--- config.mk ---
export PLATFORM = sky130hd
export DESIGN_NAME = sram_strobe_master
export DESIGN_NICKNAME = d
export VERILOG_FILES = /design/src/rtl/sram_ctl_pkg.sv /design/src/rtl/sram_cyc_timer.sv /design/src/rtl/sram_seq_fsm.sv /design/src/rtl/sram_data_path.sv /design/src/rtl/sram_strobe_master.sv
export SDC_FILE = /design/constraint.sdc
export NUM_CORES = 1
export LEC_CHECK = 0
export BUFFER_PORTS_ARGS = -buffer_cell sky130_fd_sc_hd__buf_2
export CAP_MARGIN = 20
export CORE_MARGIN = 2
export CORE_UTILIZATION = 47
export CTS_CLUSTER_SIZE = 30
export DETAILED_ROUTE_END_ITERATION = 7
export PLACE_DENSITY = 0.78
export SLEW_MARGIN = 20
export SYNTH_ARGS = -nofsm -noshare
export SYNTH_HDL_FRONTEND = slang
export SYNTH_SLANG_ARGS = --single-unit
--- constraint.sdc ---
create_clock -name clk -period 2.45 [get_ports clk]
set_clock_uncertainty 0.05 [all_clocks]
set_input_delay 0.1225 -clock clk [delete_from_list [all_inputs] [get_ports clk]]
set_output_delay 0.1225 -clock clk [all_outputs]
set_load 0.1 [all_outputs]
--- src/rtl/sram_ctl_pkg.sv ---
`timescale 1ns/1ps
package sram_ctl_pkg;

  typedef enum logic [2:0] {
    ST_IDLE  = 3'd0,
    ST_RD    = 3'd1,
    ST_WLOW  = 3'd2,
    ST_WHOLD = 3'd3,
    ST_REC   = 3'd4
  } seq_state_e;

  // Round a time up to whole clock periods, never below one cycle.
  function automatic int unsigned ns_to_cyc(input int unsigned ns, input int unsigned per_ns);
    int unsigned c;
    c = (ns + per_ns - 1) / per_ns;
    return (c == 0) ? 1 : c;
  endfunction

  function automatic int unsigned max2(input int unsigned a, input int unsigned b);
    return (a > b) ? a : b;
  endfunction

  // Read window: slowest access path, stretched to the cycle time.
  function automatic int unsigned rd_cycles(input int unsigned per, input int unsigned t_aa,
                                            input int unsigned t_ce, input int unsigned t_oe,
                                            input int unsigned t_cyc);
    return max2(max2(ns_to_cyc(t_aa, per), ns_to_cyc(t_ce, per)),
                max2(ns_to_cyc(t_oe, per), ns_to_cyc(t_cyc, per)));
  endfunction

  // Write-enable low phase: pulse width, address to strobe high, data setup.
  function automatic int unsigned wl_cycles(input int unsigned per, input int unsigned t_wp,
                                            input int unsigned t_aw, input int unsigned t_ds);
    return max2(ns_to_cyc(t_wp, per), max2(ns_to_cyc(t_aw, per), ns_to_cyc(t_ds, per)));
  endfunction

  // Tail after write-enable rises: data hold, or what the cycle time still needs.
  function automatic int unsigned wh_cycles(input int unsigned per, input int unsigned t_dh,
                                            input int unsigned t_cyc, input int unsigned n_wl);
    int unsigned cyc;
    int unsigned rest;
    cyc  = ns_to_cyc(t_cyc, per);
    rest = (cyc > n_wl) ? (cyc - n_wl) : 1;
    return max2(ns_to_cyc(t_dh, per), rest);
  endfunction

endpackage

--- src/rtl/sram_cyc_timer.sv ---
`timescale 1ns/1ps
module sram_cyc_timer #(
  parameter int CW = 4
) (
  input  logic          clk,
  input  logic          rst_n,
  input  logic          load,
  input  logic [CW-1:0] load_val,
  output logic          expire
);
  logic [CW-1:0] cnt_q;

  always_ff @(posedge clk or negedge rst_n) begin
    if (!rst_n) begin
      cnt_q <= '0;
    end else if (load) begin
      cnt_q <= load_val;
    end else if (cnt_q != '0) begin
      cnt_q <= cnt_q - 1'b1;
    end
  end

  assign expire = (cnt_q == '0);
endmodule

--- src/rtl/sram_seq_fsm.sv ---
`timescale 1ns/1ps
module sram_seq_fsm
  import sram_ctl_pkg::*;
#(
  parameter int CW  = 4,
  parameter int NRD = 14,
  parameter int NWL = 12,
  parameter int NWH = 2
) (
  input  logic          clk,
  input  logic          rst_n,
  input  logic          req_valid,
  input  logic          req_write,
  input  logic          expire,
  output logic          req_ready,
  output logic          accept,
  output logic          tmr_load,
  output logic [CW-1:0] tmr_val,
  output logic          cap_en,
  output logic          ce_n,
  output logic          oe_n,
  output logic          we_n,
  output logic          dq_oe,
  output logic          done
);
  localparam logic [CW-1:0] LD_RD = CW'(NRD - 1);
  localparam logic [CW-1:0] LD_WL = CW'(NWL - 1);
  localparam logic [CW-1:0] LD_WH = CW'(NWH - 1);

  seq_state_e state_q;
  logic       rd_last;
  logic       wl_last;
  logic       wh_last;

  assign req_ready = (state_q == ST_IDLE);
  assign accept    = req_valid && req_ready;
  assign rd_last   = (state_q == ST_RD)    && expire;
  assign wl_last   = (state_q == ST_WLOW)  && expire;
  assign wh_last   = (state_q == ST_WHOLD) && expire;
  assign cap_en    = rd_last;
  assign tmr_load  = accept || wl_last;

  always_comb begin
    if (wl_last)        tmr_val = LD_WH;
    else if (req_write) tmr_val = LD_WL;
    else                tmr_val = LD_RD;
  end

  always_ff @(posedge clk or negedge rst_n) begin
    if (!rst_n) begin
      state_q <= ST_IDLE;
      ce_n    <= 1'b1;
      oe_n    <= 1'b1;
      we_n    <= 1'b1;
      dq_oe   <= 1'b0;
      done    <= 1'b0;
    end else begin
      done <= 1'b0;
      case (state_q)
        ST_IDLE: begin
          if (accept) begin
            ce_n <= 1'b0;
            if (req_write) begin
              we_n    <= 1'b0;
              dq_oe   <= 1'b1;
              state_q <= ST_WLOW;
            end else begin
              oe_n    <= 1'b0;
              state_q <= ST_RD;
            end
          end
        end
        ST_RD: begin
          if (rd_last) begin
            ce_n    <= 1'b1;
            oe_n    <= 1'b1;
            done    <= 1'b1;
            state_q <= ST_REC;
          end
        end
        ST_WLOW: begin
          if (wl_last) begin
            we_n    <= 1'b1;
            state_q <= ST_WHOLD;
          end
        end
        ST_WHOLD: begin
          if (wh_last) begin
            ce_n    <= 1'b1;
            dq_oe   <= 1'b0;
            done    <= 1'b1;
            state_q <= ST_REC;
          end
        end
        default: state_q <= ST_IDLE;
      endcase
    end
  end
endmodule

--- src/rtl/sram_data_path.sv ---
`timescale 1ns/1ps
module sram_data_path #(
  parameter int ADDR_W = 15,
  parameter int DATA_W = 8
) (
  input  logic              clk,
  input  logic              rst_n,
  input  logic              accept,
  input  logic              req_write,
  input  logic [ADDR_W-1:0] req_addr,
  input  logic [DATA_W-1:0] req_wdata,
  input  logic              cap_en,
  input  logic [DATA_W-1:0] sram_dq_in,
  output logic [ADDR_W-1:0] sram_addr,
  output logic [DATA_W-1:0] sram_dq_out,
  output logic [DATA_W-1:0] rdata
);
  always_ff @(posedge clk or negedge rst_n) begin
    if (!rst_n) begin
      sram_addr   <= '0;
      sram_dq_out <= '0;
      rdata       <= '0;
    end else begin
      if (accept) begin
        sram_addr <= req_addr;
        if (req_write) sram_dq_out <= req_wdata;
      end
      if (cap_en) rdata <= sram_dq_in;
    end
  end
endmodule

--- src/rtl/sram_strobe_master.sv ---
`timescale 1ns/1ps
module sram_strobe_master
  import sram_ctl_pkg::*;
#(
  parameter int ADDR_W         = 15,
  parameter int DATA_W         = 8,
  parameter int CLK_PERIOD_NS  = 5,
  parameter int T_CYCLE_NS     = 70,
  parameter int T_ADDR_ACC_NS  = 70,
  parameter int T_CE_ACC_NS    = 70,
  parameter int T_OE_ACC_NS    = 35,
  parameter int T_WE_WIDTH_NS  = 50,
  parameter int T_ADDR_WEH_NS  = 60,
  parameter int T_DSETUP_NS    = 30,
  parameter int T_DHOLD_NS     = 5
) (
  input  logic              clk,
  input  logic              rst_n,
  input  logic              req_valid,
  input  logic              req_write,
  input  logic [ADDR_W-1:0] req_addr,
  input  logic [DATA_W-1:0] req_wdata,
  output logic              req_ready,
  output logic              done,
  output logic [DATA_W-1:0] rdata,
  output logic              sram_ce_n,
  output logic              sram_oe_n,
  output logic              sram_we_n,
  output logic [ADDR_W-1:0] sram_addr,
  output logic [DATA_W-1:0] sram_dq_out,
  output logic              sram_dq_oe,
  input  logic [DATA_W-1:0] sram_dq_in
);
  localparam int NRD  = rd_cycles(CLK_PERIOD_NS, T_ADDR_ACC_NS, T_CE_ACC_NS, T_OE_ACC_NS, T_CYCLE_NS);
  localparam int NWL  = wl_cycles(CLK_PERIOD_NS, T_WE_WIDTH_NS, T_ADDR_WEH_NS, T_DSETUP_NS);
  localparam int NWH  = wh_cycles(CLK_PERIOD_NS, T_DHOLD_NS, T_CYCLE_NS, NWL);
  localparam int NMAX = max2(NRD, max2(NWL, NWH));
  localparam int CW   = $clog2(NMAX + 1);

  logic          accept;
  logic          tmr_load;
  logic [CW-1:0] tmr_val;
  logic          expire;
  logic          cap_en;

  sram_cyc_timer #(.CW(CW)) u_timer (
    .clk      (clk),
    .rst_n    (rst_n),
    .load     (tmr_load),
    .load_val (tmr_val),
    .expire   (expire)
  );

  sram_seq_fsm #(.CW(CW), .NRD(NRD), .NWL(NWL), .NWH(NWH)) u_fsm (
    .clk       (clk),
    .rst_n     (rst_n),
    .req_valid (req_valid),
    .req_write (req_write),
    .expire    (expire),
    .req_ready (req_ready),
    .accept    (accept),
    .tmr_load  (tmr_load),
    .tmr_val   (tmr_val),
    .cap_en    (cap_en),
    .ce_n      (sram_ce_n),
    .oe_n      (sram_oe_n),
    .we_n      (sram_we_n),
    .dq_oe     (sram_dq_oe),
    .done      (done)
  );

  sram_data_path #(.ADDR_W(ADDR_W), .DATA_W(DATA_W)) u_dp (
    .clk         (clk),
    .rst_n       (rst_n),
    .accept      (accept),
    .req_write   (req_write),
    .req_addr    (req_addr),
    .req_wdata   (req_wdata),
    .cap_en      (cap_en),
    .sram_dq_in  (sram_dq_in),
    .sram_addr   (sram_addr),
    .sram_dq_out (sram_dq_out),
    .rdata       (rdata)
  );
endmodule

==> results.json <==
{
  "antenna_found_initial": 0,
  "die-area_mm2": 0.004274,
  "ant_nets": 0,
  "overflow": 0,
  "r2r_slack_ps": 210,
  "drt-initial-drc-count": 37,
  "criticalPathCategory": "reg -> reg",
  "tritoncts": "done",
  "place_congestion": 0.8568,
  "fp.dieH_um": 65.38,
  "mostFrequentLayoutCell": "buf_2",
  "endpoint_kind": "flip-flop",
  "cp-start-kind": "flip-flop",
  "finalSetupViolCount": 0,
  "timing.rr.end": "u_dp.rdata[3]",
  "period_share": 0.9153,
  "finalMaxSlewViolations": 0,
  "rsz0062_at_grt": "no",
  "ctsResizeCount": 0,
  "final_layout_size_suffix_gt1_frac": 0.5463,
  "hold_path_end": "u_dp.sram_addr[5]",
  "via_count": 1260,
  "period_minus_slack_ps": 2243,
  "required_ps": 2570,
  "synth_top_area_cell": "dfrtp_1",
  "outcome": "finished, final reports clean",
  "arrival_ps": 2360,
  "dr.pass1.iters": 4,
  "finalNetCount": 242,
  "syn2layout_area_growth_pct": 31.17,
  "cts.sinks": 43,
  "tns_ps": 0,
  "netlist_instances": 129,
  "grt_max_degree": 44,
  "yosys_warnings": 0,
  "synth.area.top_cells": "dfrtp_1, mux2_2, dfstp_2",
  "rr_startpoint": "u_timer.cnt_q[1]",
  "drv_cap": 0,
  "avgSynthCellArea_um2": 13.72,
  "clock.fmax_mhz": 445.9,
  "dp_hpwl_um": 2523,
  "grt_pass1_wl_um": 5388,
  "hp-class": "in -> reg",
  "worstHoldPathCells": 2,
  "synth_top_area_share": 0.5654,
  "cts_root_buf": "clkbuf_8",
  "startpoint": "u_timer.cnt_q[1]",
  "numPortBuffers": 71,
  "wl_um": 3462,
  "clock_path_buffers": 2,
  "crit_fanout": 9,
  "synth_seq_cells": 43,
  "numCtsBuffers": 5,
  "hold_viol": 0,
  "synth_area_mm2": 0.001770,
  "insertion_delay_ps": 290,
  "wl_per_cell_um": 13.68,
  "viasPerCell": 4.980,
  "tightest_slew_ps": 899.8,
  "drcViolationCount": 0,
  "syn_nets": 166,
  "core_area_mm2": 0.003633,
  "mostFrequentLayoutCells": "buf_2, dfrtp_1, mux2_2",
  "ys_types": 31,
  "hp-start": "req_addr[5]",
  "yosysSeqAreaShare": 0.6099,
  "rows": 22,
  "cts-htree-levels": 2,
  "reg2reg_depth": 5,
  "start_util": 0.4873,
  "clk_pin_slew_ps": 70,
  "ios": 72,
  "fp.dieW_um": 65.38,
  "relSlewSlack": 0.4001,
  "diodes": 0,
  "grt.total_usage": 0.1692,
  "grt_pass1_vias": 1202
}
[critical path: stages, from the launching register on]
cell and delay [ps]:
dfrtp_1 400, inv_1 100, ha_1 190, or3b_1 500, nor4_4 480, mux2_2 400
[cell type report]
cell class | count | area, um2
fillers | 287 | 1311
flip-flops and latches | 43 | 1080
repair buffers | 77 | 412.9
clock buffers | 6 | 72.57
multi-input cells | 73 | 648.1
inverters | 5 | 18.77
clock inverters | 1 | 30.03
well taps | 48 | 60.06
[registers in the layout, indices dropped and copies added, names as in the netlist]
| register | cells |
|---|---|
| u_dp.sram_dq_out | 8 |
| u_fsm.dq_oe | 1 |
| u_fsm.we_n | 1 |
| u_dp.rdata | 8 |
| u_timer.cnt_q | 4 |
| u_fsm.state_q | 3 |
| u_fsm.ce_n | 1 |
| u_fsm.oe_n | 1 |
| u_fsm.done | 1 |
| u_dp.sram_addr | 15 |
[through the flow]
step                instances  utilization  cell area [um2]  hold WS (ps)  setup slack [ps]
floorplan                 129            -             1782        -223.1             78.69
global placement          241       0.5971             2170         241.0             326.6
detailed placement        241       0.5971             2170         265.7             206.9
CTS                       251       0.6336             2302         4.667             214.8
global route              253       0.6391             2322         1.924             96.84
finish                    253       0.6391             2322         13.66             207.5
[repair_timing]
| action | CTS | global route |
|---|---|---|
| setup buffers | 0 | 0 |
| endpoints found under the hold margin | 42 | 2 |
| hold buffers | 3 | 2 |
[metal layers]
| layer | GRT usage | routed length (um) | share of wire | up-vias |
|---|---|---|---|---|
| li1 | - | - | - | 610 |
| met1 | 0.2067 | 1437 | 0.42 | 595 |
| met2 | 0.2755 | 1754 | 0.51 | 53 |
| met3 | 0.06678 | 247 | 0.071 | 2 |
| met4 | 0.05469 | 23 | 0.0066 | 0 |
| met5 | 0 | 0 | 0 | - |
[how the worst max path moves through the flow]
stage | to | slack (ps)
floorplan | u_dp.sram_dq_out[0] | 80
CTS | u_dp.rdata[3] | 210
finish | u_dp.rdata[3] | 210
global route | u_dp.rdata[1] | 100
global placement | u_dp.rdata[0] | 330
detailed placement | u_dp.rdata[3] | 210
[cell families after synthesis]
| group | share of synthesized area |
|---|---|
| multiplexers | 0.1972 |
| XOR/XNOR | 0.004948 |
| AND/OR/NAND/NOR | 0.07703 |
| buffers and inverters | 0.03039 |
| AO/OA/AOI/OAI | 0.06644 |
| flip-flops | 0.6099 |
| adder cells (fa/ha/maj) | 0.01413 |
[Yosys cell counts]
library cell	count
o22ai_1	1
or3b_1	1
nor2_1	2
buf_2	4
mux2_1	2
nand3_1	2
nor3b_1	2
dfrtp_1	40
and3_1	1
mux2_2	29
nor4_4	1
xor2_1	1
inv_1	5
dfstp_2	3
or3_1	2
o211ai_1	1
o31ai_1	1
a221o_1	1
ha_1	2
a21oi_1	4
clkbuf_1	4
a22o_1	1
nand2b_1	2
nand2_1	2
a32oi_1	1
a211oi_1	2
nor3_1	5
o21ai_0	4
or4b_1	1
o21a_1	1
a31oi_1	1
Power is not shown: default switching activity piles up to over one toggle a cycle in this logic, so the estimate is an artifact.
